===== config.mk =====
export PLATFORM = sky130hd
export DESIGN_NAME = presettable_counter
export DESIGN_NICKNAME = d
export VERILOG_FILES = /design/src/rtl/ctr_pkg.sv /design/src/rtl/ctr_op_decode.sv /design/src/rtl/ctr_next_state.sv /design/src/rtl/ctr_state_reg.sv /design/src/rtl/ctr_carry.sv /design/src/rtl/presettable_counter.sv
export SDC_FILE = /design/constraint.sdc
export NUM_CORES = 1
export LEC_CHECK = 0
export ABC_AREA = 1
export BUFFER_PORTS_ARGS = -buffer_cell sky130_fd_sc_hd__buf_2
export CAP_MARGIN = 25
export CELL_PAD_IN_SITES_DETAIL_PLACEMENT = 1
export CELL_PAD_IN_SITES_GLOBAL_PLACEMENT = 2
export CORE_UTILIZATION = 16
export DETAILED_ROUTE_END_ITERATION = 16
export PLACE_DENSITY_LB_ADDON = 0.1
export SYNTH_ARGS = -nofsm -noshare
export SYNTH_HDL_FRONTEND = slang
export SYNTH_SLANG_ARGS = --single-unit

===== constraint.sdc =====
create_clock -name clk -period 1 [get_ports clk]
set_input_delay 0 -clock clk [delete_from_list [all_inputs] [get_ports clk]]
set_output_delay 0 -clock clk [all_outputs]
set_load 0.03 [all_outputs]

===== src/rtl/ctr_pkg.sv =====
package ctr_pkg;
  typedef enum logic [1:0] {
    OP_CLEAR = 2'd0,
    OP_LOAD  = 2'd1,
    OP_COUNT = 2'd2,
    OP_HOLD  = 2'd3
  } ctr_op_e;
endpackage


===== src/rtl/ctr_op_decode.sv =====
module ctr_op_decode
  import ctr_pkg::*;
(
  input  logic    clr_n,
  input  logic    ld_n,
  input  logic    en_p,
  input  logic    en_t,
  output ctr_op_e op
);
  // Fixed priority: clear, then load, then count, else hold
  always_comb begin
    if (!clr_n)             op = OP_CLEAR;
    else if (!ld_n)         op = OP_LOAD;
    else if (en_p && en_t)  op = OP_COUNT;
    else                    op = OP_HOLD;
  end
endmodule


===== src/rtl/ctr_next_state.sv =====
module ctr_next_state
  import ctr_pkg::*;
#(
  parameter int WIDTH = 4
) (
  input  ctr_op_e          op,
  input  logic [WIDTH-1:0] cur,
  input  logic [WIDTH-1:0] preset,
  output logic [WIDTH-1:0] nxt
);
  localparam logic [WIDTH-1:0] ONE = WIDTH'(1);

  always_comb begin
    unique case (op)
      OP_CLEAR: nxt = '0;
      OP_LOAD:  nxt = preset;
      OP_COUNT: nxt = cur + ONE;   // natural wrap at all ones
      default:  nxt = cur;
    endcase
  end
endmodule


===== src/rtl/ctr_state_reg.sv =====
module ctr_state_reg #(
  parameter int WIDTH     = 4,
  parameter bit ASYNC_CLR = 1'b0
) (
  input  logic             clk,
  input  logic             clr_n,
  input  logic [WIDTH-1:0] nxt,
  output logic [WIDTH-1:0] q
);
  generate
    if (ASYNC_CLR) begin : g_async
      always_ff @(posedge clk or negedge clr_n) begin
        if (!clr_n) q <= '0;
        else        q <= nxt;
      end
    end else begin : g_sync
      always_ff @(posedge clk) begin
        if (!clr_n) q <= '0;
        else        q <= nxt;
      end
    end
  endgenerate
endmodule


===== src/rtl/ctr_carry.sv =====
module ctr_carry #(
  parameter int WIDTH = 4
) (
  input  logic [WIDTH-1:0] cur,
  input  logic             en_t,
  output logic             rco
);
  // Combinational from en_t so a cascade settles within one cycle
  assign rco = en_t & (&cur);
endmodule


===== src/rtl/presettable_counter.sv =====
module presettable_counter
  import ctr_pkg::*;
#(
  parameter int WIDTH     = 4,
  parameter bit ASYNC_CLR = 1'b0
) (
  input  logic             clk,
  input  logic             clr_n,
  input  logic             ld_n,
  input  logic             en_p,
  input  logic             en_t,
  input  logic [WIDTH-1:0] preset,
  output logic [WIDTH-1:0] q,
  output logic             rco
);
  localparam logic [WIDTH-1:0] ALL_ONES = {WIDTH{1'b1}};

  ctr_op_e          op;
  logic [WIDTH-1:0] nxt;

  ctr_op_decode u_dec (
    .clr_n (clr_n),
    .ld_n  (ld_n),
    .en_p  (en_p),
    .en_t  (en_t),
    .op    (op)
  );

  ctr_next_state #(.WIDTH(WIDTH)) u_next (
    .op     (op),
    .cur    (q),
    .preset (preset),
    .nxt    (nxt)
  );

  ctr_state_reg #(.WIDTH(WIDTH), .ASYNC_CLR(ASYNC_CLR)) u_reg (
    .clk   (clk),
    .clr_n (clr_n),
    .nxt   (nxt),
    .q     (q)
  );

  ctr_carry #(.WIDTH(WIDTH)) u_carry (
    .cur  (q),
    .en_t (en_t),
    .rco  (rco)
  );

  AST_LOAD_TAKES_PRESET: assert property (@(posedge clk) disable iff (!clr_n)
    !ld_n |=> (q == $past(preset)));

  AST_COUNT_STEPS_ONE: assert property (@(posedge clk) disable iff (!clr_n)
    (ld_n && en_p && en_t) |=> (q == WIDTH'($past(q) + 1'b1)));

  AST_HOLD_WHEN_DISABLED: assert property (@(posedge clk) disable iff (!clr_n)
    (ld_n && !(en_p && en_t)) |=> $stable(q));

  AST_CARRY_QUALIFIED: assert property (@(posedge clk) disable iff (!clr_n)
    rco |-> (en_t && (q == ALL_ONES)));
endmodule


After elaboration in Yosys (flattened, before gate mapping):

Index checks and enable logic that the tools add are counted.

* eq/ne operators: 2
* reduce and logical (&&, ||, !) cells: 4
* bitwise operators: 1
* muxes and demuxes: 4
* $add $sub $neg: 1

Operators with widths (count)
* $pmux 4 s3: 1
* $add 4x1->4 const B: 1
* $mux 2: 2
* $reduce_and 4->1: 1
* $reduce_bool 3->1: 1
* $eq 2x1->1 const B: 1
* $eq 2x2->1 const B: 1
* $logic_not 2->1: 1
* $and 1x1->1: 1
* $logic_and 1x1->1: 1
* $mux 1: 1

* register bits after elaboration: 4
* input port bits: 9

Logic depth before layout (Yosys ltp):

* depth after elaboration: 6
* mapped depth: 6
* mapped depth without buffers: 6

Hierarchy:

A second synthesis with hierarchy kept.

* cells, all modules: 49
* area, all modules: 294.0 um2

Modules (own cells, without submodules)
* ctr_next_state: seq. area each 0.0 um2, cells an instance 29, area an instance 151.4 um2, times used 1
* ctr_state_reg: seq. area each 80.1 um2, cells an instance 12, area an instance 110.1 um2, times used 1
* ctr_op_decode: seq. area each 0.0 um2, cells an instance 5, area an instance 20.0 um2, times used 1
* ctr_carry: seq. area each 0.0 um2, cells an instance 3, area an instance 12.5 um2, times used 1

Least setup slack after synthesis:

OpenSTA, ideal clock, no wires.

* kind: flip-flop to output port
* start point: register u_reg.q[0]
* end point: output port rco
* arrival time: 1277 ps
* required time: 1000 ps
* stages on the path, launching flop included: 4
* setup slack: -277 ps
* buffers on the path: 0
* cell sequence: dfxtp_1 -> ha_1 -> nand2_1 -> nor2_1

* longest elaborated chain between the ends: 2

RTL lines
* start, declared: line ctr_state_reg.sv:8 `output logic [WIDTH-1:0] q`
* start signal, assigned: line ctr_state_reg.sv:19 `else q <= nxt;`
* $reduce_and 4->1: line ctr_carry.sv:9 `assign rco = en_t & (&cur);`
* $and 1x1->1: line ctr_carry.sv:9
* end, declared: line presettable_counter.sv:14 `output logic rco`

No other way between the ends.

Worst setup path in the final report:

* start point: register u_reg.q[1]
* end point: register u_reg.q[2]

* longest elaborated chain between the ends: 2

RTL lines
* $add 4x1->4: line ctr_next_state.sv:17 `OP_COUNT: nxt = cur + ONE;`
* $pmux 4 s3: line ctr_next_state.sv:14 `unique case (op)`

No other way between the ends.
A chain may end at the register's enable or synchronous reset.

==> qor.yml <==
cts:
  post_cts_buffers: 0
  cts-root-buf: "clkbuf_4"
  insertion_delay_ns: 0.24
  ctsHoldBuffers: 0
  h-tree-depth: 1
  cts_made_buffers: 3
  path_clk_slew_ns: 0.04
  cts_sinks: 4
  cts_max_path_buffers: 2
  cts_tree: "done"
global_routing:
  first_global_vias: 284
  grt_antenna_before_repair: 0
  grt_max_degree: 7
  grtUsageMet1_pct: 13.6
  grtUsageTotal_pct: 12.8
  use_met3_pct: 10.0
  use_met2_pct: 19.8
  grt_pass1_wl_mm: 1.21
  overflow: 0
  gr-max-usage-layer: "met2"
drt:
  routed_via_density: 4.46
  final_antenna_net_count: 0
  drt_iter0_drc: 0
  routed_wl_um: 841
  vias: 317
  wire_per_inst_um: 11.8
  firstDrtPassIters: 1
  drc_errors: 0
floorplan:
  initial_core_util_pct: 17.8
  pin_count: 14
  fp.dieH_um: 40.5
  rows: 13
  core_area_mm2: 0.00133
  fp.dieW_um: 40.5
  die-area_mm2: 0.00164
pwr:
  power_frac_comb_pct: 20.5
  intPower_uw: 363
  p_leak_uw: 0.000213
  clkPwrFrac_pct: 43.9
  switching_share_pct: 29.6
  seq_power_share_pct: 35.6
  p_switching_uw: 153
  ir_drop_mv: 0.481
  p_per_area_mw_per_mm2: 1280
  total_power_uw: 516
layout:
  drive_gt1_share_pct: 46.4
  top_regs: "u_reg.q x4"
  layout_common_cells: "12 x nand3_1, 12 x buf_2, 9 x nand2_1, 4 x inv_1, 3 x clkbuf_4"
  n_antenna_cell: 0
  largest_reg_flops: 4
  area_growth_pct: 70.0
  fillers: 180
  finalNetCount: 67
  largest_register: "u_reg.q"
worst_setup_path:
  crit_type: "register to register"
  start_kind: "register"
  r2r_slack_ns: -0.02
  r2r-start: "u_reg.q[1]"
  critPathArrivalTime_ns: 1.14
  cp.buffers_inverters: 0
  cpMostUsedCell: "nand3_1"
  required_ns: 1.12
  r2r_cells: 4
  cp_slowest_cell: "dfxtp_4"
  critPathCaptureType: "register"
  r2r_end: "u_reg.q[2]"
  path_max_fanout: 2
  cpPeakStageDelay_ns: 0.34
  critPathTopFamily: "simple AND/OR/NAND/NOR gates"
  cp_cell_sequence: "ha_4, or2_1, nand3_1, nand3_1"
synthesis:
  synth_top_area_share_pct: 33.7
  yosys_warnings: 0
  yosys-top-cells-area: "dfxtp_1 34%, nand3_1 25%, nand2_1 16%"
  synth_nets: 47
  synth_top_area_cell: "dfxtp_1"
  synthCells: 37
  ys_seq_elements: 4
  ys_seq_area_share_pct: 33.7
  netlist_area_um2: 238
  synth.distinct_cells: 11
  synth.avg_cell_area_um2: 6.43
placement:
  gp_congestion: 0.689
  dpl_worst_slack_ns: 0.0300
  hpwl_um: 631
  numPortBuffers: 13
flow_run:
  max-cap-violations: 0
sta:
  finalCritPeriodShare_pct: 102
  finalHoldViolations: 0
  setup_ws_ns: -0.0202
  fmaxAchievable_mhz: 980
  skew_ns: 0.00310
  slew_viol_final: 0
  setup_viol: 2
  rsz0062_at_grt: "true"
  max_slew.worst_pin.slew_ns: 0.254
  relSlewSlack_pct: 83.1
  period_minus_slack_ns: 1.02
  whs_ns: 0.0146
min_path:
  hold_path_startpoint: "preset[0]"
  hold_path_class: "primary input to register"
  holdPathEnd: "u_reg.q[0]"
  min_path_cells: 3
outcome:
  run_status: "complete, but fails checks"
  violations: "negative setup slack"
==> routing by layer <==
| metal | wire length [µm] | up-vias | part of all wire (%) |
|---|---|---|---|
| met5 | 0 | - | 0 |
| met4 | 0 | 0 | 0 |
| met3 | 67 | 0 | 8.0 |
| met2 | 436 | 13 | 52 |
| met1 | 337 | 145 | 40 |
| li1 | - | 159 | - |
==> area by class of cell <==
type / count / area (µm²) / area share, %
Inverter: 5 / 18.8 / 4.64
Sequential cell: 4 / 87.6 / 21.7
Clock buffer: 4 / 26.3 / 6.50
Tap cell: 15 / 18.8 / 4.64
Multi-Input combinational cell: 28 / 166 / 41.2
Timing Repair Buffer: 15 / 86.3 / 21.4
==> cells in the mapped netlist <==
cell and n:
dfxtp_1 4, ha_1 1, inv_1 4, inv_2 1, nand2_1 10, nand2_2 1, nand3_1 12, nand4_1 1
nor2_1 1, nor2_2 1, or2_1 1
==> timing repair <==
| action | in CTS | in global routing |
|---|---|---|
| setup endpoints to repair | 1 | 2 |
| pin swaps | 2 | 0 |
| resized for setup | 5 | 0 |
==> cells by family after synthesis <==
| logic type | after synthesis | synth area share (%) |
|---|---|---|
| buf+inv | 5 | 7.89 |
| fa+ha+maj | 1 | 5.26 |
| simple gates | 27 | 53.2 |
| flops | 4 | 33.7 |
==> through the flow <==
stage / cells / util (%) / TNS [ns] / cell area [µm²]
final: 71 / 30.3 / -0.0303 / 404
after global routing: 71 / 30.3 / -0.0962 / 404
after CTS: 71 / 30.3 / -0.0204 / 404
after detailed placement: 67 / 26.5 / 0 / 354
after global placement: 67 / 26.5 / 0 / 354
after floorplan: 37 / - / 0 / 255
==> tightest hold or removal path, stage by stage <==
cell	delay (ns)
buf_2	0.08
nand3_1	0.07
nand3_1	0.08
==> power groups by stage <==
stage,clock network [µW],logic (µW),registers [µW]
floorplan,0,29.7,206
global route,244,119,185
CTS,237,105,183
detailed placement,0,102,182
global placement,0,99.0,181
finish,226,106,184
==> how the worst max path moves through the flow <==
stage                    start  slack [ns]    endpoint  cells after the start
global route        u_reg.q[1]       -0.05         rco                      4
floorplan           u_reg.q[0]       0.002  u_reg.q[2]                      4
finish              u_reg.q[1]       -0.02  u_reg.q[2]                      4
global placement    u_reg.q[0]        0.06  u_reg.q[2]                      4
CTS                 u_reg.q[1]       -0.02         rco                      4
detailed placement  u_reg.q[0]        0.03  u_reg.q[2]                      4
No activity file was read; power rests on OpenSTA's default activity.
